File: config.mk
export PLATFORM = sky130hd
export DESIGN_NAME = burst_col_seq
export DESIGN_NICKNAME = d
export VERILOG_FILES = /design/src/rtl/burst_seq_pkg.sv /design/src/rtl/burst_beat_ctr.sv /design/src/rtl/burst_addr_gen.sv /design/src/rtl/burst_col_seq.sv
export SDC_FILE = /design/constraint.sdc
export NUM_CORES = 1
export LEC_CHECK = 0
export ABC_AREA = 1
export ABC_CLOCK_PERIOD_IN_PS = 1100
export BUFFER_PORTS_ARGS = -buffer_cell sky130_fd_sc_hd__buf_2
export CELL_PAD_IN_SITES_DETAIL_PLACEMENT = 1
export CELL_PAD_IN_SITES_GLOBAL_PLACEMENT = 1
export CORE_UTILIZATION = 31
export CTS_CLUSTER_SIZE = 16
export DETAILED_ROUTE_END_ITERATION = 10
export GPL_TIMING_DRIVEN = 0
export PLACE_DENSITY = 0.71
export RECOVER_POWER = 100
export SYNTH_ARGS = -nofsm -noshare
export SYNTH_HDL_FRONTEND = slang
export SYNTH_SLANG_ARGS = --single-unit
File: constraint.sdc
create_clock -name clk_i -period 1.1 [get_ports clk_i]
set_input_delay 0 -clock clk_i [delete_from_list [all_inputs] [get_ports clk_i]]
set_output_delay 0 -clock clk_i [all_outputs]
set_load 0.01 [all_outputs]
File: src/rtl/burst_seq_pkg.sv
package burst_seq_pkg;
  localparam int unsigned BEAT_W = 3;
  typedef enum logic {ORD_SEQ = 1'b0, ORD_ILV = 1'b1} order_e;
endpackage

File: src/rtl/burst_beat_ctr.sv
module burst_beat_ctr
  import burst_seq_pkg::*;
(
  input  logic              clk_i,
  input  logic              rst_ni,
  input  logic              go_i,
  input  logic              len8_i,
  output logic              accept_o,
  output logic              active_o,
  output logic              len8_o,
  output logic [BEAT_W-1:0] beat_o,
  output logic              done_o
);
  localparam logic [BEAT_W-1:0] LAST4 = BEAT_W'(3);
  localparam logic [BEAT_W-1:0] LAST8 = BEAT_W'(7);

  logic active_q, len8_q, done_q;
  logic [BEAT_W-1:0] beat_q;
  logic last;

  assign accept_o = go_i && !active_q;
  assign last     = active_q && (beat_q == (len8_q ? LAST8 : LAST4));

  always_ff @(posedge clk_i or negedge rst_ni) begin
    if (!rst_ni) begin
      active_q <= 1'b0;
      len8_q   <= 1'b0;
      done_q   <= 1'b0;
      beat_q   <= '0;
    end else begin
      done_q <= last;
      if (accept_o) begin
        active_q <= 1'b1;
        len8_q   <= len8_i;
        beat_q   <= '0;
      end else if (last) begin
        active_q <= 1'b0;
        beat_q   <= '0;
      end else if (active_q) begin
        beat_q   <= beat_q + 1'b1;
      end
    end
  end

  assign active_o = active_q;
  assign len8_o   = len8_q;
  assign beat_o   = beat_q;
  assign done_o   = done_q;
endmodule

File: src/rtl/burst_addr_gen.sv
module burst_addr_gen
  import burst_seq_pkg::*;
#(
  parameter int unsigned COL_W = 10
) (
  input  logic [COL_W-1:0]  base_i,
  input  logic [BEAT_W-1:0] beat_i,
  input  logic              len8_i,
  input  order_e            order_i,
  output logic [COL_W-1:0]  col_o
);
  logic [BEAT_W-1:0] fld, eff_beat;

  // 4-beat bursts never touch bit 2
  assign eff_beat = len8_i ? beat_i : {1'b0, beat_i[1:0]};

  always_comb begin
    if (order_i == ORD_ILV) begin
      fld = base_i[BEAT_W-1:0] ^ eff_beat;
    end else begin
      fld[1:0] = base_i[1:0] + eff_beat[1:0];
      fld[2]   = base_i[2] ^ eff_beat[2];
    end
  end

  assign col_o = {base_i[COL_W-1:BEAT_W], fld};
endmodule

File: src/rtl/burst_col_seq.sv
module burst_col_seq
  import burst_seq_pkg::*;
#(
  parameter int unsigned COL_W = 10
) (
  input  logic             clk_i,
  input  logic             rst_ni,
  input  logic             start_i,
  input  logic [COL_W-1:0] col_i,
  input  logic             len8_i,
  input  logic             ilv_i,
  output logic [COL_W-1:0] col_o,
  output logic             valid_o,
  output logic             busy_o,
  output logic             done_o
);
  logic              accept, active, len8_q;
  logic [BEAT_W-1:0] beat;
  logic [COL_W-1:0]  base_q;
  order_e            order_q;

  burst_beat_ctr u_ctr (
    .clk_i    (clk_i),
    .rst_ni   (rst_ni),
    .go_i     (start_i),
    .len8_i   (len8_i),
    .accept_o (accept),
    .active_o (active),
    .len8_o   (len8_q),
    .beat_o   (beat),
    .done_o   (done_o)
  );

  always_ff @(posedge clk_i or negedge rst_ni) begin
    if (!rst_ni) begin
      base_q  <= '0;
      order_q <= ORD_SEQ;
    end else if (accept) begin
      base_q  <= col_i;
      order_q <= ilv_i ? ORD_ILV : ORD_SEQ;
    end
  end

  burst_addr_gen #(.COL_W(COL_W)) u_gen (
    .base_i  (base_q),
    .beat_i  (beat),
    .len8_i  (len8_q),
    .order_i (order_q),
    .col_o   (col_o)
  );

  assign valid_o = active;
  assign busy_o  = active;
endmodule

==> flow_summary.toml <==
[status]
status = "complete, but fails checks"
violations = "setup timing"

[floorplanning]
die_w_um = 54.1
die_h_um = 54.1
io_pins = 28
core-area_mm2 = 0.00252
die_area_mm2 = 0.00293
initial_utilization = 0.334
rows = 18

[logic_synthesis]
synth_area_leader_cell = "dfrtp_1"
yosys-top-cells-area = "dfrtp_1 51%, nand2_1 16%, nand3_1 7.7%"
synthCells = 101
ys_ff_latch = 17
yosysUniqueCellTypes = 14
ys_warn_count = 0
yosys.area.top_type_share = 0.505
yosysSeqAreaShare = 0.505
synth_fp_nets = 119
avgSynthCellArea_um2 = 8.34
synth_area_um2 = 842

[final_layout]
area_growth_pct = 44.4
fin_area_mm2 = 0.00122
fin_util = 0.482
nets = 168
drive_gt1_frac = 0.268
num_antenna_cells = 0

[sta]
relSlewSlack = 0.704
finClkSkew_ns = 0.000333
slew_violations = 0
hold_viol = 0
finalCriticalPeriod_ns = 1.24
post-route-period-util = 1.13
fmax_mhz = 806
worst_slew_pin_slew_ns = 0.443
grt_setup_unrepaired = "true"
finalSetupTns_ns = -0.298
layout_setup_ws_ns = -0.140
setup_viol = 9

[run]
drv_cap = 0

[clocking]
htree_levels = 1
clockBufferDepth = 2
root_buffer = "clkbuf_4"
clkTransAtPathRegs_ns = 0.10
cts_buffers = 3
clk_latency_ns = 0.28
cts_tree = "built"
clock_sinks = 17

[routing]
drt-initial-drc-count = 4
viasPerCell = 4.51
drtPass1Iterations = 4
ant_nets = 0
wl_per_cell_um = 12.2
vias = 807
drcViolationCount = 0
routed_wl_um = 2180

[placement]
dp_slack_ns = -0.0182
postPlaceCellArea_mm2 = 0.00101
numPortBuffers = 27
hpwl_um = 1400
finalWeightedCongestion = 0.734

[worst_setup_path]
crit_fanout = 2
cpPeakStageDelay_ns = 0.37
critPathKind = "reg2out"
path_cells = "ha_2 -> inv_1 -> nor2_1 -> nand3_1 -> nand2_1 -> inv_1 -> buf_2"
cp_slowest_cell = "dfrtp_1"
arrival_ns = 1.24
endpoint_kind = "output pin"
cp_common_cell = "inv_1"
setup.worst_path.start_class = "register"
crit_required_ns = 1.10

[pwr]
irDropWorstVdd_v = 0.00137
power_leakage_nw = 0.671
p_per_area_mw_per_mm2 = 2680

[global_routing]
grt_pass1_vias = 791
overflow = 0
grt_use_total = 0.168
antenna_found_initial = 0
grt_pass1_wl_um = 3460
grt_max_degree = 18

[hold_path]
hold_path_class = "in2reg"
-- synth_stat cells --
library cell / count
nand2_1: 36
dfrtp_1: 17
nand3_1: 13
buf_4: 8
inv_1: 8
nor2_1: 7
ha_1: 3
a21oi_1: 2
buf_2: 2
buf_6: 1
inv_2: 1
nand2_4: 1
nand3b_1: 1
xor2_1: 1
-- routing by layer --
metal / part of all wire / track usage / up-vias
met5: 0 / 0 / -
met4: 0.0087 / 0.0641 / 0
met3: 0.017 / 0.0169 / 2
met2: 0.54 / 0.293 / 10
met1: 0.43 / 0.211 / 394
li1: - / - / 401
-- worst paths after layout --
check | start | to | slack (ns) | depth (start not counted)
setup / recovery | u_ctr.beat_o[0]$_DFFE_PN0P_ | col_o[1] | -0.14 | 7
hold / removal | start_i | u_ctr.beat_o[1]$_DFFE_PN0P_ | 0.05 | 4
setup reg to reg | u_ctr.len8_o$_DFFE_PN0P_ | u_ctr.active_o$_DFFE_PN0P_ | -0.03 | 4
hold reg to reg | base_q[6]$_DFFE_PN0P_ | base_q[6]$_DFFE_PN0P_ | 0.49 | 2
max in group asynchronous | rst_ni | base_q[2]$_DFFE_PN0P_ | 0.61 | 2
min in group asynchronous | rst_ni | u_ctr.done_o$_DFF_PN0_ | 0.18 | 2
-- area by class of cell --
type | count | area (µm²)
Inverter | 9 | 33.8
Tap cell | 30 | 37.5
Clock buffer | 4 | 26.3
Buffer | 11 | 83.8
Timing Repair Buffer | 44 | 290
Sequential cell | 17 | 425
Fill cell | 331 | 1310
Multi-Input combinational cell | 64 | 319
-- cell usage in the layout (no fill, tap or decap), types with 4 or more instances in the layout --
cell	count
clkbuf_4	4
nand3_1	13
clkbuf_1	10
inv_1	9
dfrtp_1	17
nand2_1	36
dlygate4sd3_1	13
nor2_1	7
buf_2	17
buf_4	12
-- state kept, by name, summed over array words and instances, names as in the netlist --
name / flops
base_q: 10
order_q: 1
u_ctr.len8_o: 1
u_ctr.active_o: 1
u_ctr.done_o: 1
u_ctr.beat_o: 3
-- stage by stage --
step | std cells | power, W | hold WS, ns
2_1_floorplan | 101 | 0.00220 | -0.296
3_3_place_gp | 158 | 0.00264 | -0.0589
3_5_place_dp | 158 | 0.00272 | -0.0498
4_1_cts | 178 | 0.00330 | 0.0325
5_1_grt | 179 | 0.00357 | 0.0396
6_report | 179 | 0.00326 | 0.0486
-- kinds of logic after synthesis --
kind of cell / after synthesis / synth area share
AND/OR/NAND/NOR: 58 / 0.291
AO/OA/AOI/OAI: 2 / 0.0119
XOR/XNOR: 1 / 0.0104
buffers and inverters: 20 / 0.137
flip-flops: 17 / 0.505
adder cells (fa/ha/maj): 3 / 0.0446
-- report_power, final --
part	internal [W]	switching, W	leakage, nW
Clock	0.000141	0.000197	0.0150
Sequential	0.000942	0.000231	0.206
Combinational	0.000869	0.000885	0.450
Total	0.00195	0.00131	0.671
-- worst max-delay path, delay by kind of cell, from the launching register on --
family	cells	cell delay, ns
flops	1	0.37
simple gates	3	0.21
buf+inv	3	0.19
fa+ha+maj	1	0.18
-- timing repair --
action	CTS	global route
setup endpoints to repair	6	17
pin swaps	3	3
hold buffers	13	0
buffers inserted	3	1
hold endpoints to repair	29	0
resized for setup	6	2
No activity file was read; power rests on OpenSTA's default activity.
